==> src/rtl/lpm_pkg.sv <==
`timescale 1ns/1ps
package lpm_pkg;

    localparam int ADDR_W = 32;
    localparam int HOP_W  = 8;
    localparam int LEN_W  = $clog2(ADDR_W + 1);

    // One stored route: flag, length, prefix, next hop (msb to lsb)
    typedef struct packed {
        logic              valid;
        logic [LEN_W-1:0]  len;
        logic [ADDR_W-1:0] prefix;
        logic [HOP_W-1:0]  hop;
    } lpm_entry_t;

    localparam int ENTRY_W = $bits(lpm_entry_t);

    // Outcome of comparing one entry against an address
    typedef struct packed {
        logic              hit;
        logic [LEN_W-1:0]  len;
        logic [HOP_W-1:0]  hop;
    } lpm_cand_t;

    // Mask keeping the upper 'len' bits of an address
    function automatic logic [ADDR_W-1:0] len_mask(input logic [LEN_W-1:0] len);
        logic [ADDR_W-1:0] m;
        for (int i = 0; i < ADDR_W; i++) begin
            m[ADDR_W-1-i] = (LEN_W'(i) < len);
        end
        return m;
    endfunction

    function automatic logic len_in_range(input logic [LEN_W-1:0] len);
        return len <= LEN_W'(ADDR_W);
    endfunction

endpackage

==> src/rtl/lpm_entry_cmp.sv <==
`timescale 1ns/1ps
module lpm_entry_cmp
    import lpm_pkg::*;
(
    input  lpm_entry_t         entry,
    input  logic [ADDR_W-1:0]  addr,
    output lpm_cand_t          cand
);

    logic [ADDR_W-1:0] care;
    logic              bits_equal;

    always_comb begin
        care       = len_mask(entry.len);
        bits_equal = ((entry.prefix ^ addr) & care) == '0;
        cand.hit   = entry.valid && len_in_range(entry.len) && bits_equal;
        cand.len   = entry.len;
        cand.hop   = entry.hop;
    end

endmodule

==> src/rtl/lpm_longest_sel.sv <==
`timescale 1ns/1ps
module lpm_longest_sel
    import lpm_pkg::*;
#(
    parameter int N = 4
) (
    input  lpm_cand_t [N-1:0] cands,
    output lpm_cand_t         best
);

    // Scan upward; a later candidate replaces only on a strictly longer
    // length, so the lowest index keeps ties.
    always_comb begin
        best = cands[0];
        for (int i = 1; i < N; i++) begin
            if (cands[i].hit && (!best.hit || cands[i].len > best.len)) begin
                best = cands[i];
            end
        end
    end

endmodule

==> src/rtl/lpm_result_merge.sv <==
`timescale 1ns/1ps
module lpm_result_merge
    import lpm_pkg::*;
#(
    parameter logic [HOP_W-1:0] DEFAULT_HOP = '1
) (
    input  lpm_cand_t tbl,
    input  lpm_cand_t vic,
    output lpm_cand_t result
);

    always_comb begin
        if (vic.hit && (!tbl.hit || vic.len >= tbl.len)) begin
            result = vic;
        end else if (tbl.hit) begin
            result = tbl;
        end else begin
            result.hit = 1'b0;
            result.len = '0;
            result.hop = DEFAULT_HOP;
        end
    end

endmodule

==> src/rtl/lpm_lookup_engine.sv <==
`timescale 1ns/1ps
module lpm_lookup_engine
    import lpm_pkg::*;
#(
    parameter int               ROW_BITS    = 10,
    parameter int               WAYS        = 4,
    parameter int               VICTIMS     = 8,
    parameter logic [HOP_W-1:0] DEFAULT_HOP = '1
) (
    input  logic                        clk,
    input  logic                        rst,
    input  logic                        req_valid,
    input  logic [ADDR_W-1:0]           req_addr,
    input  logic [ROW_BITS-1:0]         req_row,
    output logic                        mem_rd_en,
    output logic [ROW_BITS-1:0]         mem_rd_row,
    input  logic [WAYS*ENTRY_W-1:0]     mem_rd_data,
    input  logic [VICTIMS*ENTRY_W-1:0]  victim_entries,
    output logic                        res_valid,
    output logic                        res_hit,
    output logic [LEN_W-1:0]            res_len,
    output logic [HOP_W-1:0]            res_hop
);

    // Stage 1: index (drives the memory address)
    logic                s1_valid;
    logic [ADDR_W-1:0]   s1_addr;
    logic [ROW_BITS-1:0] s1_row;

    // Stage 2: read (address aligned with returning row data)
    logic                s2_valid;
    logic [ADDR_W-1:0]   s2_addr;

    always_ff @(posedge clk) begin
        if (rst) begin
            s1_valid <= 1'b0;
            s1_addr  <= '0;
            s1_row   <= '0;
            s2_valid <= 1'b0;
            s2_addr  <= '0;
        end else begin
            s1_valid <= req_valid;
            s1_addr  <= req_addr;
            s1_row   <= req_row;
            s2_valid <= s1_valid;
            s2_addr  <= s1_addr;
        end
    end

    assign mem_rd_en  = s1_valid;
    assign mem_rd_row = s1_row;

    // Stage 3: compare and select
    lpm_cand_t [WAYS-1:0]    way_cand;
    lpm_cand_t [VICTIMS-1:0] vic_cand;
    lpm_cand_t               tbl_best;
    lpm_cand_t               vic_best;
    lpm_cand_t               merged;

    for (genvar g = 0; g < WAYS; g++) begin : g_way
        lpm_entry_cmp u_cmp (
            .entry (lpm_entry_t'(mem_rd_data[g*ENTRY_W +: ENTRY_W])),
            .addr  (s2_addr),
            .cand  (way_cand[g])
        );
    end

    for (genvar v = 0; v < VICTIMS; v++) begin : g_vic
        lpm_entry_cmp u_cmp (
            .entry (lpm_entry_t'(victim_entries[v*ENTRY_W +: ENTRY_W])),
            .addr  (s2_addr),
            .cand  (vic_cand[v])
        );
    end

    lpm_longest_sel #(.N(WAYS)) u_way_sel (
        .cands (way_cand),
        .best  (tbl_best)
    );

    lpm_longest_sel #(.N(VICTIMS)) u_vic_sel (
        .cands (vic_cand),
        .best  (vic_best)
    );

    lpm_result_merge #(.DEFAULT_HOP(DEFAULT_HOP)) u_merge (
        .tbl    (tbl_best),
        .vic    (vic_best),
        .result (merged)
    );

    always_ff @(posedge clk) begin
        if (rst) begin
            res_valid <= 1'b0;
            res_hit   <= 1'b0;
            res_len   <= '0;
            res_hop   <= DEFAULT_HOP;
        end else begin
            res_valid <= s2_valid;
            if (s2_valid) begin
                res_hit <= merged.hit;
                res_len <= merged.len;
                res_hop <= merged.hop;
            end else begin
                res_hit <= 1'b0;
                res_len <= '0;
                res_hop <= DEFAULT_HOP;
            end
        end
    end

endmodule

==> config.mk <==
export PLATFORM = sky130hd
export DESIGN_NAME = lpm_lookup_engine
export DESIGN_NICKNAME = d
export VERILOG_FILES = /design/src/rtl/lpm_pkg.sv /design/src/rtl/lpm_entry_cmp.sv /design/src/rtl/lpm_longest_sel.sv /design/src/rtl/lpm_result_merge.sv /design/src/rtl/lpm_lookup_engine.sv
export SDC_FILE = /design/constraint.sdc
export NUM_CORES = 1
export LEC_CHECK = 0
export BUFFER_PORTS_ARGS = -buffer_cell sky130_fd_sc_hd__buf_2
export CORE_AREA = 10 10 238 240
export DETAILED_ROUTE_END_ITERATION = 10
export DIE_AREA = 0 0 248 250
export PLACE_DENSITY = 0.66
export SLEW_MARGIN = 30
export SYNTH_ARGS = -nofsm -noshare
export SYNTH_HDL_FRONTEND = slang
export SYNTH_HIERARCHICAL = 1
export SYNTH_SLANG_ARGS = --single-unit
==> constraint.sdc <==
create_clock -name clk -period 15.49 [get_ports clk]
set_input_delay 0.7745 -clock clk [delete_from_list [all_inputs] [get_ports clk]]
set_output_delay 0.7745 -clock clk [all_outputs]
set_load 0.01 [all_outputs]
==> results.yml <==
run_status:
  status: "complete, no violations"
synth:
  yosys.cell_types.count: 82
  syn_nets: 2937
  yosys_warnings: 6
  synthTopCellsByArea: "xnor2_1, dfxtp_1, buf_4"
  synth_seq_cells: 92
  netlist.area_leader.share: 0.156
  async_flop_share: 0
  synthCells: 2268
  netlist_area_um2: 16800
  yosysMostFrequentCell: "xnor2_1"
  syn-mean-instance-area_um2: 7.43
  synthTopCellsByCount: "xnor2_1, a21oi_1, buf_4"
  yosysTopAreaCell: "xnor2_1"
  synth_edf_count: 0
  synthFlopType: "dfxtp_1"
  ys_seq_area_frac: 0.109
critical_path:
  critPathSlowestCell: "a2111oi_2"
  cp.arrival_ns: 14.96
  path_max_fanout: 14
  worstPathRequired_ns: 15.75
  cpMostUsedCell: "ha_1"
  reg2reg_slack_ns: 0.83
  critPathMaxStageDelay_ns: 0.47
  worstSetupPathType: "primary input to flip-flop"
  critPathCaptureType: "flip-flop"
  startpoint_type: "primary input"
placement:
  io_buffers: 635
  hpwl_um: 79400
  gp_congestion: 0.969
  dp.cells: 3395
  dpl_cell_area_um2: 19600
grt:
  grt_max_degree: 63
  grt_pass1_vias: 19700
  antenna_found_initial: 20
  grt_pass1_wl_um: 134000
  grt_use_total: 0.291
  grt-ovfl-total: 0
pwr:
  comb_power_share: 0.491
  power_density_nw_per_um2: 48.2
  p_seq_frac: 0.267
  p_sw_frac: 0.431
  clkPwrFrac: 0.242
  power_switching_uw: 422
  p_leak_uw: 0.00834
  vdd_ir_drop_max_v: 0.0000462
  internal-power_uw: 557
timing:
  worst_clock_skew_ns: 0.00931
  slew-limit-headroom: 0.337
  min_period_ns: 14.69
  period_share: 0.949
  worst_pin_slew_ns: 0.986
  clock.fmax_ghz: 0.0681
  finalSetupViolCount: 0
  slew_violations: 0
  hold_viol: 0
cells_and_area:
  fin_util: 0.390
  nFillCells: 5598
  seqCellArea_um2: 1850
  drive_gt1_frac: 0.327
  nNetsFinal: 3403
  multiInputGateArea_um2: 13000
  fin_cells: 3444
  fin_area_um2: 20300
  syn2layout_area_growth_pct: 20.6
die:
  die_h_um: 250
  core_um2: 52000
  start_util: 0.324
  die-area_um2: 62000
  row_count: 84
  pin_count: 636
  dieWidth_um: 248
clocking:
  cts_sinks: 92
  numCtsBuffers: 9
  clk_latency_ns: 0.39
  tritoncts: "yes"
  clock-root-buffer: "clkbuf_16"
  postCtsHoldBufs: 0
  cts_buffer_depth: 2
  clk_pin_slew_ns: 0.08
  htree_levels: 3
detailed_routing:
  drt-pass1-iter-count: 6
  viasPerCell: 5.65
  wl_per_cell_um: 27.7
  ant_nets: 0
  num_vias: 19500
  drtIter0Drc: 1589
  remaining_drc_errors: 0
  routed_wl_um: 95500
flow_run:
  max_cap_viol_count: 0
worst_hold_path:
  holdCritPathClass: "flip-flop to flip-flop"
[cell type report]
| cell class | instances | share of cell area |
|---|---|---|
| multi-input combinational | 1804 | 0.640 |
| timing repair buffer | 716 | 0.189 |
| sequential | 92 | 0.0912 |
| tap | 688 | 0.0424 |
| inverter | 111 | 0.0205 |
| clock buffer | 9 | 0.0111 |
| clock inverter | 7 | 0.00376 |
| antenna | 17 | 0.00209 |
[cell families (layout without fill, tap and decap cells)]
family | count (synthesis) | count (layout) | synth area share
DFF | 92 | 92 | 0.109
other | 0 | 17 | 0
AOI/OAI and AO/OA | 617 | 618 | 0.247
buffers and inverters | 373 | 843 | 0.130
adders and majority gates | 60 | 60 | 0.0446
and+or+nand+nor | 678 | 678 | 0.230
muxes | 61 | 61 | 0.0383
xor gates and xnor gates | 387 | 387 | 0.201
[per-layer routing]
metal,GRT usage,vias up,routed length [um]
li1,-,8941,-
met5,0,-,122
met3,0.0843,271,9810
met2,0.472,1135,43800
met1,0.337,9108,36000
met4,0.164,18,5730
[stage by stage]
| step | setup slack, ns | setup TNS [ns] | power [uW] | hold WS [ns] |
|---|---|---|---|---|
| after floorplan | 0.0632 | 0 | 546 | 0.414 |
| after global placement | -0.205 | -1.59 | 736 | 0.417 |
| after detailed placement | -0.343 | -2.90 | 731 | 0.420 |
| after CTS | 0.00499 | 0 | 972 | 0.439 |
| after global routing | -0.118 | -0.586 | 1030 | 0.457 |
| final | 0.795 | 0 | 979 | 0.438 |
[power by group through the flow]
| stage | clock network (uW) | registers, uW | logic [uW] |
|---|---|---|---|
| floorplan | 0 | 267 | 279 |
| global placement | 0 | 266 | 470 |
| detailed placement | 0 | 266 | 465 |
| CTS | 243 | 261 | 467 |
| global route | 249 | 262 | 516 |
| finish | 237 | 262 | 480 |
[repair_timing]
action,4_1_cts,5_1_grt
buffers inserted,0,14
pin swaps,0,12
gates cloned,0,2
setup endpoints to repair,8,15
gates resized for setup,1,45
[path summary, 6_finish.rpt]
check | cells after the start | to | start
setup reg to reg | 72 | res_hop[5] | s2_addr[7]
setup / recovery | 74 | res_hop[5] | victim_entries[45]
hold / removal | 1 | s2_addr[24] | s1_addr[24]
hold reg to reg | 1 | s2_addr[24] | s1_addr[24]
[registers in the layout (all words and copies together) (netlist names)]
name and cells:
mem_rd_row 10, s2_addr 32, mem_rd_en 1, s1_addr 32, s2_valid 1, res_len 6, res_hop 8, res_hit 1
res_valid 1
[cell usage in the layout (no fill, tap or decap), types with 45 or more instances in the layout]
master,netlist,routed
o22ai_1,52,52
nor3_1,62,62
mux2i_1,48,45
o21ai_0,88,84
xor2_1,86,86
xnor2_1,301,301
buf_2,73,634
a31oi_1,60,58
a21oi_1,182,177
dfxtp_1,92,83
ha_1,60,60
nor2_1,166,163
nor2b_1,96,95
nand2_1,126,125
inv_1,110,110
buf_4,170,78
[worst max-delay path, delay by kind of cell]
kind	cells	cell delay, ns
compound gates	35	7.02
simple gates	22	3.79
fa+ha+maj	7	1.63
buf+inv	7	0.96
mux	3	0.76
(Power assumes the default switching activity.)
